<file path="src/rtl/fpn_pkg.sv">
package fpn_pkg;

    // Operand class that selects the result path.
    typedef enum logic [1:0] {
        K_FINITE = 2'd0,
        K_ZERO   = 2'd1,
        K_INF    = 2'd2,
        K_NAN    = 2'd3
    } kind_e;

    // Exception flags produced alongside each result.
    typedef struct packed {
        logic invalid;
        logic overflow;
        logic underflow;
        logic inexact;
    } flags_t;

    function automatic kind_e classify(input logic exp_zero,
                                       input logic exp_ones,
                                       input logic frac_zero);
        if (exp_ones) begin
            return frac_zero ? K_INF : K_NAN;
        end
        if (exp_zero && frac_zero) begin
            return K_ZERO;
        end
        return K_FINITE;
    endfunction

endpackage

</file>
<file path="src/rtl/fpn_round.sv">
module fpn_round
    import fpn_pkg::*;
#(
    parameter int SRC_EXP = 8,
    parameter int SRC_MAN = 23,
    parameter int DST_EXP = 5,
    parameter int DST_MAN = 10
) (
    input  logic                       sign,
    input  logic [SRC_EXP-1:0]         exp_b,
    input  logic [SRC_MAN-1:0]         frac,
    output logic [DST_EXP+DST_MAN:0]   res,
    output flags_t                     flags
);
    localparam int SW       = SRC_MAN + 1;                // significand width
    localparam int KW       = DST_MAN + 1;                // kept bits incl. leading
    localparam int SRC_BIAS = (1 << (SRC_EXP - 1)) - 1;
    localparam int DST_BIAS = (1 << (DST_EXP - 1)) - 1;
    localparam int DST_EMAX = (1 << DST_EXP) - 1;
    localparam int BASE     = SRC_MAN - DST_MAN;          // shift for normal results
    localparam int MAXR     = SW + 2;                     // total shift clamp
    localparam int SHMAX    = MAXR - BASE;                // extra subnormal shift clamp
    localparam int SHW      = $clog2(SHMAX + 1);
    localparam int WW       = MAXR + KW;

    logic [SW-1:0]  sig;
    int             h;          // destination biased exponent before rounding
    int             sh_full;
    logic [SHW-1:0] sh;
    logic [WW-1:0]  wide;
    logic [KW-1:0]  keep;
    logic           guard;
    logic           sticky;
    logic           tiny;
    logic           up;
    logic [KW:0]    sum;
    int             exp_n;
    logic           ovf;
    logic           inx;

    always_comb begin
        sig     = {|exp_b, frac};
        h       = ((exp_b == '0) ? 1 : int'(exp_b)) - SRC_BIAS + DST_BIAS;
        tiny    = (h < 1);
        sh_full = tiny ? (1 - h) : 0;
        sh      = (sh_full > SHMAX) ? SHW'(SHMAX) : SHW'(sh_full);
        wide    = {sig, {SHMAX{1'b0}}} >> sh;
        keep    = wide[MAXR +: KW];
        guard   = wide[MAXR-1];
        sticky  = |wide[MAXR-2:0];
        up      = guard & (sticky | keep[0]);
        sum     = {1'b0, keep} + (KW+1)'(up);
        inx     = guard | sticky;
        exp_n   = h + int'(sum[KW]);
        ovf     = !tiny && (exp_n >= DST_EMAX);

        if (ovf) begin
            res = {sign, {DST_EXP{1'b1}}, {DST_MAN{1'b0}}};
        end else if (tiny) begin
            // carry into bit DST_MAN turns a subnormal into the smallest normal
            res = {sign, DST_EXP'(sum[DST_MAN]), sum[DST_MAN-1:0]};
        end else begin
            res = {sign, exp_n[DST_EXP-1:0], sum[DST_MAN-1:0]};
        end

        flags.invalid   = 1'b0;
        flags.overflow  = ovf;
        flags.underflow = tiny & inx;
        flags.inexact   = inx | ovf;
    end

endmodule

</file>
<file path="src/rtl/fpn_special.sv">
module fpn_special
    import fpn_pkg::*;
#(
    parameter int DST_EXP = 5,
    parameter int DST_MAN = 10
) (
    input  kind_e                      kind,
    input  logic                       sign,
    input  logic                       quiet,
    input  logic [DST_MAN-2:0]         payload,
    input  logic                       dn_mode,
    output logic [DST_EXP+DST_MAN:0]   res,
    output flags_t                     flags
);
    localparam logic [DST_EXP+DST_MAN:0] CANON_NAN =
        {1'b0, {DST_EXP{1'b1}}, 1'b1, {(DST_MAN-1){1'b0}}};

    always_comb begin
        flags = '0;
        unique case (kind)
            K_ZERO:  res = {sign, {(DST_EXP+DST_MAN){1'b0}}};
            K_INF:   res = {sign, {DST_EXP{1'b1}}, {DST_MAN{1'b0}}};
            K_NAN: begin
                res           = dn_mode ? CANON_NAN
                                        : {sign, {DST_EXP{1'b1}}, 1'b1, payload};
                flags.invalid = !quiet;
            end
            default: res = '0;
        endcase
    end

endmodule

</file>
<file path="src/rtl/fp_narrow_s2h.sv">
module fp_narrow_s2h
    import fpn_pkg::*;
#(
    parameter int SRC_EXP = 8,
    parameter int SRC_MAN = 23,
    parameter int DST_EXP = 5,
    parameter int DST_MAN = 10
) (
    input  logic                               clk,
    input  logic                               rst,
    input  logic                               in_valid,
    input  logic [SRC_EXP+SRC_MAN:0]           in_bits,
    input  logic                               dn_mode,
    output logic                               out_valid,
    output logic [DST_EXP+DST_MAN:0]           out_bits,
    output logic                               flag_invalid,
    output logic                               flag_overflow,
    output logic                               flag_underflow,
    output logic                               flag_inexact
);
    localparam int SW = SRC_EXP + SRC_MAN + 1;
    localparam int DW = DST_EXP + DST_MAN + 1;
    localparam logic [DW-1:0] CANON_NAN =
        {1'b0, {DST_EXP{1'b1}}, 1'b1, {(DST_MAN-1){1'b0}}};

    logic               sign;
    logic [SRC_EXP-1:0] exp_b;
    logic [SRC_MAN-1:0] frac;
    kind_e              kind;

    assign sign  = in_bits[SW-1];
    assign exp_b = in_bits[SRC_MAN +: SRC_EXP];
    assign frac  = in_bits[SRC_MAN-1:0];
    assign kind  = classify(exp_b == '0, &exp_b, frac == '0);

    logic [DW-1:0] fin_res, spc_res, res_n, res_q;
    flags_t        fin_flg, spc_flg, flg_n, flg_q;

    fpn_round #(
        .SRC_EXP (SRC_EXP),
        .SRC_MAN (SRC_MAN),
        .DST_EXP (DST_EXP),
        .DST_MAN (DST_MAN)
    ) u_round (
        .sign  (sign),
        .exp_b (exp_b),
        .frac  (frac),
        .res   (fin_res),
        .flags (fin_flg)
    );

    fpn_special #(
        .DST_EXP (DST_EXP),
        .DST_MAN (DST_MAN)
    ) u_special (
        .kind    (kind),
        .sign    (sign),
        .quiet   (frac[SRC_MAN-1]),
        .payload (frac[SRC_MAN-2 -: DST_MAN-1]),
        .dn_mode (dn_mode),
        .res     (spc_res),
        .flags   (spc_flg)
    );

    always_comb begin
        if (kind == K_FINITE) begin
            res_n = fin_res;
            flg_n = fin_flg;
        end else begin
            res_n = spc_res;
            flg_n = spc_flg;
        end
    end

    always_ff @(posedge clk) begin
        if (rst) begin
            out_valid <= 1'b0;
            res_q     <= '0;
            flg_q     <= '0;
        end else begin
            out_valid <= in_valid;
            if (in_valid) begin
                res_q <= res_n;
                flg_q <= flg_n;
            end
        end
    end

    assign out_bits       = res_q;
    assign flag_invalid   = flg_q.invalid;
    assign flag_overflow  = flg_q.overflow;
    assign flag_underflow = flg_q.underflow;
    assign flag_inexact   = flg_q.inexact;

    // strobe follows the operand strobe by one cycle
    p_valid_follows_r12: assert property (@(posedge clk) disable iff (rst)
        in_valid |=> out_valid);
    p_valid_idle_r12: assert property (@(posedge clk) disable iff (rst)
        !in_valid |=> !out_valid);

    // signed zero in, signed zero out, quiet flags
    p_zero_pass_r1: assert property (@(posedge clk) disable iff (rst)
        in_valid && (in_bits[SW-2:0] == '0)
        |=> (out_bits[DW-2:0] == '0) && (out_bits[DW-1] == $past(in_bits[SW-1]))
            && !flag_invalid && !flag_overflow && !flag_underflow && !flag_inexact);

    // canonical NaN in default-NaN mode
    p_default_nan_r4: assert property (@(posedge clk) disable iff (rst)
        in_valid && dn_mode && (&in_bits[SRC_MAN +: SRC_EXP]) && (in_bits[SRC_MAN-1:0] != '0)
        |=> out_bits == CANON_NAN);

    // an invalid result is always a quiet NaN encoding
    p_invalid_is_qnan_r5: assert property (@(posedge clk) disable iff (rst)
        out_valid && flag_invalid
        |-> (&out_bits[DST_MAN +: DST_EXP]) && out_bits[DST_MAN-1] && !flag_inexact);

    // overflow implies inexact and an infinity encoding
    p_no_overflow_finite_r8: assert property (@(posedge clk) disable iff (rst)
        out_valid && flag_overflow
        |-> flag_inexact && (&out_bits[DST_MAN +: DST_EXP]) && (out_bits[DST_MAN-1:0] == '0));

    // underflow only ever accompanies an inexact result
    p_underflow_inexact_r11: assert property (@(posedge clk) disable iff (rst)
        out_valid && flag_underflow |-> flag_inexact && !flag_overflow);

endmodule

</file>
<file path="config.mk">
export PLATFORM = sky130hd
export DESIGN_NAME = fp_narrow_s2h
export DESIGN_NICKNAME = d
export VERILOG_FILES = /design/src/rtl/fpn_pkg.sv /design/src/rtl/fpn_round.sv /design/src/rtl/fpn_special.sv /design/src/rtl/fp_narrow_s2h.sv
export SDC_FILE = /design/constraint.sdc
export NUM_CORES = 1
export LEC_CHECK = 0
export BUFFER_PORTS_ARGS = -buffer_cell sky130_fd_sc_hd__clkbuf_2
export CELL_PAD_IN_SITES_DETAIL_PLACEMENT = 1
export CELL_PAD_IN_SITES_GLOBAL_PLACEMENT = 1
export CORE_MARGIN = 1
export CORE_UTILIZATION = 35
export CTS_BUF_LIST = sky130_fd_sc_hd__clkbuf_8
export DETAILED_ROUTE_END_ITERATION = 16
export GPL_ROUTABILITY_DRIVEN = 0
export GPL_TIMING_DRIVEN = 0
export PLACE_DENSITY_LB_ADDON = 0.1
export REMOVE_ABC_BUFFERS = 1
export SLEW_MARGIN = 30
export SYNTH_ARGS = -nofsm -noshare
export SYNTH_HDL_FRONTEND = slang
export SYNTH_HIERARCHICAL = 1
export SYNTH_SLANG_ARGS = --single-unit
export TNS_END_PERCENT = 10
</file>
<file path="constraint.sdc">
create_clock -name clk -period 11.1 [get_ports clk]
set_input_delay 1.11 -clock clk [delete_from_list [all_inputs] [get_ports clk]]
set_output_delay 1.11 -clock clk [all_outputs]
set_load 0.03 [all_outputs]
</file>
==> results of run 1 <==
[Yosys cell counts (10+ instances only)]
library cell  number  area share, %
nand2_1           58            4.9
nor2_1            42            3.5
inv_1             30            2.5
nand3_1           30            3.4
clkbuf_1          29            2.4
and2_1            22            3.1
o21bai_1          22            3.7
dfxtp_1           21            9.4
nor4_1            21            2.9
nor3_1            20            2.2
a2111oi_1         19            4.3
a311oi_2          19            6.4
a21oi_1           18            2.0
o21ai_0           18            2.0
nand4_1           13            1.8
xnor2_1           13            2.5
ha_1              12            3.4
buf_4             11            1.8
buf_2             10            1.1
[critical path, delay by kind of cell]
family                     cells  cell delay (ns)
buffers and inverters          2             0.56
AOI/OAI and AO/OA              6             1.45
xor gates and xnor gates       1             0.18
muxes                          2             0.77
and+or+nand+nor               17             5.27
adders and majority gates      2             0.79
[power by group]
part | total [mW] | internal (mW) | switching, mW | leakage (nW)
clock | 0.0514 | 0.0247 | 0.0267 | 0.0269
sequential | 0.0839 | 0.0808 | 0.00306 | 0.174
combinational | 0.183 | 0.0614 | 0.122 | 1.38
[logic make-up after synthesis]
group                    Yosys count  synth area share, %
other                              2                0.168
XOR/XNOR                          20                 3.92
flip-flops                        21                 9.41
adder cells (fa/ha/maj)           12                 3.36
buffers and inverters             93                 11.1
AND/OR/NAND/NOR                  265                 32.4
multiplexers                      10                 2.32
AO/OA/AOI/OAI                    195                 37.3
[registers in the layout, indices dropped and copies added (netlist names)]
signal and count:
out_bits 16, flag_inexact 1, flag_invalid 1, flag_overflow 1, flag_underflow 1, out_valid 1
[worst max-delay path by stage]
stage / from / to / slack, ns / cells after the start
after floorplan: in_bits[27] / out_bits[8]$_SDFFE_PP0P_ / 2.64 / 26
after global placement: in_bits[27] / out_bits[8]$_SDFFE_PP0P_ / -0.58 / 27
after detailed placement: in_bits[27] / out_bits[11]$_SDFFE_PP0P_ / 0.86 / 30
after CTS: in_bits[27] / out_bits[11]$_SDFFE_PP0P_ / 1.10 / 30
after global routing: in_bits[27] / out_bits[10]$_SDFFE_PP0P_ / 0.02 / 31
final: in_bits[27] / out_bits[11]$_SDFFE_PP0P_ / 1.04 / 30
[routing by layer]
| layer | GRT usage, % | vias up | wire length (µm) |
|---|---|---|---|
| met1 | 33.4 | 2481 | 7500 |
| met2 | 44.5 | 143 | 8080 |
| met4 | 6.23 | 0 | 303 |
| met3 | 1.74 | 23 | 654 |
| li1 | - | 2389 | - |
| met5 | 0 | - | 0 |
[placed cells by master, fill, tap and decap left out, types with 4 or more instances in the layout]
cell type,count
xnor2_1,13
or3_1,7
a21oi_1,17
dfxtp_1,21
and2_1,22
a21o_1,5
o21bai_1,22
a2111oi_1,19
a31oi_1,9
xor2_1,7
o21ai_0,17
nand4b_1,4
nand2_1,58
ha_1,12
and4_1,5
a211oi_1,8
o2111ai_1,4
clkbuf_2,55
nor2b_1,5
nor3_1,19
o211ai_1,5
o31ai_1,6
o22ai_1,5
nor4_1,21
inv_1,31
nand4_1,13
o31a_1,4
nand2b_1,6
or2_2,5
mux2i_1,7
a311oi_2,19
and3_1,5
nor2_1,42
a32oi_1,7
conb_1,4
nand3_1,30
[final cells by class]
| cell class | instances | area share, % |
|---|---|---|
| clock buffers | 3 | 0.876 |
| clock inverters | 1 | 0.0796 |
| inverters | 31 | 2.47 |
| multi-input cells | 506 | 76.7 |
| flip-flops and latches | 21 | 8.92 |
| well taps | 168 | 4.46 |
| repair buffers | 59 | 6.50 |
[per-stage QoR]
step           setup WS, ns  hold slack, ns  instance area (µm²)  std cells  util [%]
6_report               1.04           0.551                 4710        789      38.6
5_1_grt              0.0190           0.573                 4710        789      38.6
4_1_cts                1.10           0.557                 4700        789      38.5
3_5_place_dp          0.856           0.542                 4650        785      38.1
3_3_place_gp         -0.585           0.532                 4590        782      37.6
2_1_floorplan          2.64           0.645                 4100        558         -
==> key figures, run 1 <==
Critical path
  • R2R setup slack: 10.31 ns
  • CP max FO: 21
  • CP required: 11.20 ns
  • CP peak stage delay: 0.62 ns
  • Slowest-stage cell, CP: and4b_1
  • Worst path arrival time: 10.16 ns
  • Critical setup path kind: input pin to flip-flop
  • R2r startpoint: out_bits[6]$_SDFFE_PP0P_
  • Reg-to-Reg End: out_bits[6]$_SDFFE_PP0P_
  • Crit path capture type: flip-flop
  • Critical path startpoint category: input pin
  • R2R depth: 2

Placement
  • Number of port buffers: 56
  • Detailed placer's ending HPWL: 12300 µm

Route
  • Initial DRC Count: 385
  • WL/cell: 21.0 µm
  • Post-detailed-routing wire length: 16500 µm
  • Vias per cell: 6.38
  • Antenna-violating nets left: 0
  • First-pass DRT Iterations: 5
  • DR vias: 5036
  • Drc violations: 0

Layout
  • Share of cells above drive strength 1: 18.7%
  • Area Overhead vs Synth: 5.46%
  • Register Area: 420 µm²
  • Area of the multi-input gates: 0.00361 mm²
  • Fill count: 1579
  • Total Nets Final: 670
  • Diode count: 0

Clock network
  • H-tree depth: 1
  • Deepest clock path buffer count: 2
  • Post-CTS sizing: 0
  • CTS clock-pin slew for the worst setup and hold paths: 0.08 ns
  • Clock Latency Late Sink: 0.26 ns
  • CTS tree: yes
  • Clock sink count: 21
  • Hold_buf cts: 0
  • CTS Buf Count: 3
  • Post-CTS setup buffer count: 0
  • Clock Tree Root: clkbuf_8

Timing
  • Fin. max-slew vios: 0
  • Final setup TNS: 0 ns
  • Setup Skew: 0 ns
  • Max Freq: 99.4 MHz
  • Final min period: 10.06 ns
  • Final setup violation count: 0
  • Relative slew slack: 40.3%
  • Worst slew pin tran: 0.896 ns
  • Unrepaired setup endpoints after global routing: no
  • Period Utilization, post-route: 90.6%
  • Final Hold Vio Count: 0

Worst hold path
  • Hold Crit Class: flip-flop to flip-flop
  • WHS Endpoint: out_bits[3]$_SDFFE_PP0P_
  • Worst hold path depth: 2
  • HP Start: out_bits[3]$_SDFFE_PP0P_

Global route
  • Initial antenna violation count: 0
  • Total grt overflow: 0
  • Vias in the first global route: 4993
  • Global-route wire length before repair: 26700 µm
  • Largest net degree at the start of global routing: 42
  • Tot GR Track Use: 25.3%

Yosys
  • EDFF count, synth: 0
  • Mapped Area: 0.00447 mm²
  • Yosys warnings: 6
  • Ys async rst share: 0%
  • Seq cells post-synth: 21
  • Yosys cell types: 87
  • Top FF cell, synth: dfxtp_1
  • Mean Syn Cell Area: 7.23 µm²
  • Seq/Total Area, Yosys: 9.41%
  • Cell count after synthesis: 618

Die
  • Top Ports: 57
  • Initial Util: 36.6%
  • Die W: 115 µm
  • Std-Cell Rows: 40
  • Core area: 0.0122 mm²
  • Die area: 0.0132 mm²
  • DIE HEIGHT: 115 µm

Power and ir drop
  • PwrDens: 67.6 mW/mm²
  • VDD IR-drop max: 0.0000406 V
  • Pleak: 1.58 nW
  • Post-layout power: 0.318 mW

Outcome
  • Status: completed

Flow run
  • # Max-Cap Violations: 0
No activity file was read; power rests on OpenSTA's default activity.
==> run 2, diff against run 1 <==
- clock period: 11.1 -> 10.7 ns (I/O delays scaled with it)
==> key figures, run 2 (same netlist as run 1, synthesis figures left out) <==
Route
  • Post-detailed-routing wire length: 16500 µm
  • Antenna-violating nets left: 0
  • WL/cell: 20.9 µm
  • DR vias: 5025
  • Drc violations: 0
  • First-pass DRT Iterations: 5
  • Vias per cell: 6.37
  • Initial DRC Count: 383

Timing
  • Relative slew slack: 40.5%
  • Setup Skew: 0 ns
  • Fin. max-slew vios: 0
  • Final setup TNS: 0 ns
  • Max Freq: 103 MHz
  • Worst slew pin tran: 0.892 ns
  • Period Utilization, post-route: 90.8%
  • Worst hold slack: 0.551 ns
  • Final setup violation count: 0
  • Worst setup margin: 0.987 ns
  • Final Hold Vio Count: 0
  • Unrepaired setup endpoints after global routing: no
  • Final min period: 9.71 ns

Clock network
  • H-tree depth: 1
  • Post-CTS setup buffer count: 0
  • CTS tree: yes
  • Deepest clock path buffer count: 2
  • CTS Buf Count: 3
  • Clock Tree Root: clkbuf_8
  • Clock sink count: 21
  • Clock Latency Late Sink: 0.26 ns
  • CTS clock-pin slew for the worst setup and hold paths: 0.08 ns
  • Hold_buf cts: 0

Critical path
  • Cell family with most CP delay: simple AND/OR/NAND/NOR gates
  • CP max FO: 21
  • Worst path arrival time: 9.81 ns
  • Critical path startpoint category: input pin
  • CP required: 10.80 ns
  • Crit path buf inv count: 2
  • Most frequent CP cell: nand2_1
  • Crit path capture type: flip-flop
  • Critical setup path kind: input pin to flip-flop
  • Slowest-stage cell, CP: o31ai_4
  • CP peak stage delay: 0.81 ns

Die
  • Top Ports: 57
  • DIE HEIGHT: 115 µm
  • Die W: 115 µm
  • Initial Util: 36.6%
  • Core area: 0.0122 mm²
  • Std-Cell Rows: 40
  • Die area: 0.0132 mm²

Worst hold path
  • Hold Crit Class: flip-flop to flip-flop

Power and ir drop
  • Post-layout power: 0.330 mW
  • VDD IR-drop max: 0.0000421 V
  • PwrDens: 70.0 mW/mm²
  • Pleak: 1.58 nW

Layout
  • Final Cell Area: 0.00472 mm²
  • Most common cell after layout, fill and taps aside: nand2_1
  • Total Nets Final: 670
  • Final Instance Count excl. Fillers: 789
  • Most frequent cells in the layout: nand2_1 (58), clkbuf_2 (55), nor2_1 (41)
  • Fill count: 1576
  • Largest register FFs: 16
  • Share of cells above drive strength 1: 19.2%
  • Diode count: 0
  • Area Overhead vs Synth: 5.57%
  • Core Util, Final: 38.6%

Global route
  • Tot GR Track Use: 25.3%
  • Largest net degree at the start of global routing: 42
  • Global routing usage on met1: 33.4%
  • GR Util met2: 44.5%
  • Global-route wire length before repair: 26700 µm
  • GRT busiest layer: met2
  • Initial antenna violation count: 0
  • GR Util met3: 1.74%
  • Vias in the first global route: 4993
  • Total grt overflow: 0

Outcome
  • Status: completed

Placement
  • Worst slack at placement: 0.496 ns
  • Placed Cells: 785
  • Detailed placer's ending HPWL: 12300 µm
  • Placed inst area: 0.00465 mm²
  • Number of port buffers: 56

Flow run
  • # Max-Cap Violations: 0
-- run 2: cell counts in the layout (fill, tap and decap cells not counted) --
No cell type changed its count.
-- run 2: final cells by class --
class / count / area [µm²] / share of cell area (%)
inverters: 31 / 116 / 2.47
clock inverters: 1 / 3.75 / 0.0796
flip-flops and latches: 21 / 420 / 8.91
clock buffers: 3 / 41.3 / 0.875
repair buffers: 59 / 307 / 6.50
well taps: 168 / 210 / 4.46
multi-input cells: 506 / 3620 / 76.7
-- run 2: path summary, 6_finish.rpt --
check | from | to | slack [ns] | depth (start not counted)
worst max-delay path | in_bits[27] | out_bits[11]$_SDFFE_PP0P_ | 0.99 | 30
worst max register to register | out_bits[6]$_SDFFE_PP0P_ | out_bits[6]$_SDFFE_PP0P_ | 9.91 | 2
worst min-delay path | out_bits[3]$_SDFFE_PP0P_ | out_bits[3]$_SDFFE_PP0P_ | 0.55 | 2
worst min register to register | out_bits[3]$_SDFFE_PP0P_ | out_bits[3]$_SDFFE_PP0P_ | 0.55 | 2
-- run 2: timing repair --
| action | in CTS | in global routing |
|---|---|---|
| resized for setup | 0 | 4 |
| setup endpoints to repair | 0 | 12 |
| hold endpoints to repair | 0 | 0 |
-- run 2: power breakdown --
part	switching, mW	total [mW]	internal [mW]
sequential	0.00318	0.0870	0.0839
clock	0.0277	0.0533	0.0256
combinational	0.126	0.190	0.0637
total	0.157	0.330	0.173
-- run 2: per-layer routing --
layer / part of all wire [%] / wire [µm] / vias to the layer above
met1: 46 / 7640 / 2475
met2: 49 / 8040 / 136
li1: - / - / 2393
met3: 3.4 / 564 / 21
met4: 1.7 / 282 / 0
met5: 0 / 0 / -
-- run 2: worst min-delay path, cell delays in order, from the launching register on --
cell and delay, ns:
dfxtp_1 0.32, o21bai_1 0.14, a311oi_2 0.05
==> run 3, diff against run 2 <==
- CORE_ASPECT_RATIO: not set -> 0.6
==> key figures, run 3 (same netlist as run 1, synthesis figures left out) <==
Global route
  • Total grt overflow: 0
  • Tot GR Track Use: 26.8%
  • Initial antenna violation count: 1
  • Global-route wire length before repair: 27900 µm
  • Largest net degree at the start of global routing: 42
  • Vias in the first global route: 4896

Die
  • DIE HEIGHT: 89.5 µm
  • Core area: 0.0123 mm²
  • Die area: 0.0132 mm²
  • Initial Util: 36.5%
  • Std-Cell Rows: 31
  • Top Ports: 57
  • Die W: 148 µm

Timing
  • Unrepaired setup endpoints after global routing: no
  • Worst slew pin tran: 0.966 ns
  • Fin. max-slew vios: 0
  • Setup Skew: 0 ns
  • Relative slew slack: 35.2%
  • Final setup violation count: 0
  • Final min period: 9.98 ns
  • Final Hold Vio Count: 0
  • Period Utilization, post-route: 93.3%
  • Max Freq: 100 MHz

Critical path
  • R2R depth: 2
  • Crit path capture type: flip-flop
  • CP peak stage delay: 0.96 ns
  • R2r startpoint: out_bits[0]$_SDFFE_PP0P_
  • Critical setup path kind: input pin to flip-flop
  • Most frequent CP cell: nand3_1
  • CP required: 10.80 ns
  • Worst path arrival time: 10.08 ns
  • CP max FO: 21
  • Slowest-stage cell, CP: o31ai_2
  • Critical path startpoint category: input pin
  • Reg-to-Reg End: out_bits[0]$_SDFFE_PP0P_
  • R2R setup slack: 9.88 ns

Clock network
  • Post-CTS sizing: 0
  • Post-CTS setup buffer count: 0
  • Hold_buf cts: 0
  • CTS clock-pin slew for the worst setup and hold paths: 0.09 ns
  • H-tree depth: 1
  • Deepest clock path buffer count: 2
  • CTS tree: yes
  • Clock sink count: 21
  • CTS Buf Count: 3
  • Clock Latency Late Sink: 0.26 ns
  • Clock Tree Root: clkbuf_8

Route
  • Initial DRC Count: 427
  • WL/cell: 22.5 µm
  • Vias per cell: 6.56
  • Metal3 WL: 1410 µm
  • Antenna-violating nets left: 0
  • Drc violations: 0
  • Metal-1 WL: 9190 µm
  • DR vias: 5152
  • Met2 Routed Length: 7020 µm
  • Highest routed layer: met4
  • Post-detailed-routing wire length: 17700 µm
  • First-pass DRT Iterations: 5

Flow run
  • # Max-Cap Violations: 0

Placement
  • Number of port buffers: 56
  • Placed Cells: 781
  • Detailed placer's ending HPWL: 13500 µm
  • Placed inst area: 0.00464 mm²

Worst hold path
  • Worst hold path depth: 2
  • WHS Endpoint: out_bits[10]$_SDFFE_PP0P_
  • HP Start: out_bits[10]$_SDFFE_PP0P_
  • Hold Crit Class: flip-flop to flip-flop

Layout
  • Share of cells above drive strength 1: 19.4%
  • Diode count: 0
  • Most frequent cells in the layout: nand2_1 (58), clkbuf_2 (55), nor2_1 (41)
  • Most common cell after layout, fill and taps aside: nand2_1
  • Total Nets Final: 669
  • Final Cell Area: 0.00471 mm²
  • Largest register FFs: 16
  • Area Overhead vs Synth: 5.43%
  • Final Instance Count excl. Fillers: 785

Power and ir drop
  • Internal Power: 0.174 mW
  • VDD IR-drop max: 0.0000572 V
  • Flop pwr share: 25.9%
  • Sw Pwr: 0.163 mW
  • Clock power frac: 16.1%
  • Pleak: 1.58 nW
  • Comb power frac: 58.0%
  • Switching fraction of total power: 48.4%
  • PwrDens: 71.5 mW/mm²

Outcome
  • Status: completed
[run 3: area by class of cell]
cell class / instances / area, µm²
Inverter: 31 / 116
Timing Repair Buffer: 58 / 303
Fill cell: 1593 / 7540
Multi-Input combinational cell: 506 / 3620
Sequential cell: 21 / 420
Clock inverter: 1 / 5.00
Clock buffer: 3 / 41.3
Tap cell: 165 / 206
[run 3: critical path, delay by kind of cell]
kind | cells | cell delay [ns]
buffers and inverters | 2 | 0.54
adder cells (fa/ha/maj) | 2 | 0.75
AND/OR/NAND/NOR | 15 | 4.23
XOR/XNOR | 1 | 0.21
AO/OA/AOI/OAI | 10 | 3.25
[run 3: routing by layer]
metal  up-vias  global-route usage [%]
met5         -                       0
met4         0                    2.06
met3         8                    3.67
met2       179                    39.5
met1      2587                    41.8
li1       2378                       -
[run 3: worst max-delay path by stage]
stage	start	end	slack (ns)	cells after the start
final	in_bits[27]	out_bits[12]$_SDFFE_PP0P_	0.72	30
after CTS	in_bits[27]	out_bits[14]$_SDFFE_PP0P_	0.29	30
after global placement	in_bits[27]	out_bits[8]$_SDFFE_PP0P_	-1.17	27
after detailed placement	in_bits[27]	out_bits[14]$_SDFFE_PP0P_	0.09	30
after global routing	in_bits[27]	out_bits[13]$_SDFFE_PP0P_	0.15	30
after floorplan	in_bits[27]	out_bits[8]$_SDFFE_PP0P_	2.28	26
[run 3: per-stage QoR]
step	hold WS (ns)	power [mW]	TNS (ns)	setup slack [ns]	utilization, %
4_1_cts	0.557	0.332	0	0.292	38.3
6_report	0.553	0.337	0	0.721	38.4
3_5_place_dp	0.541	0.278	0	0.0872	37.9
3_3_place_gp	0.518	0.271	-16.03	-1.17	37.4
2_1_floorplan	0.645	0.210	0	2.28	-
5_1_grt	0.579	0.357	0	0.147	38.4
[run 3: power by group through the flow]
stage / clock network [mW] / logic [mW] / registers (mW)
final: 0.0541 / 0.195 / 0.0873
after global placement: 0 / 0.183 / 0.0887
after global routing: 0.0583 / 0.210 / 0.0879
after detailed placement: 0 / 0.189 / 0.0890
after floorplan: 0 / 0.111 / 0.0996
after CTS: 0.0552 / 0.190 / 0.0873
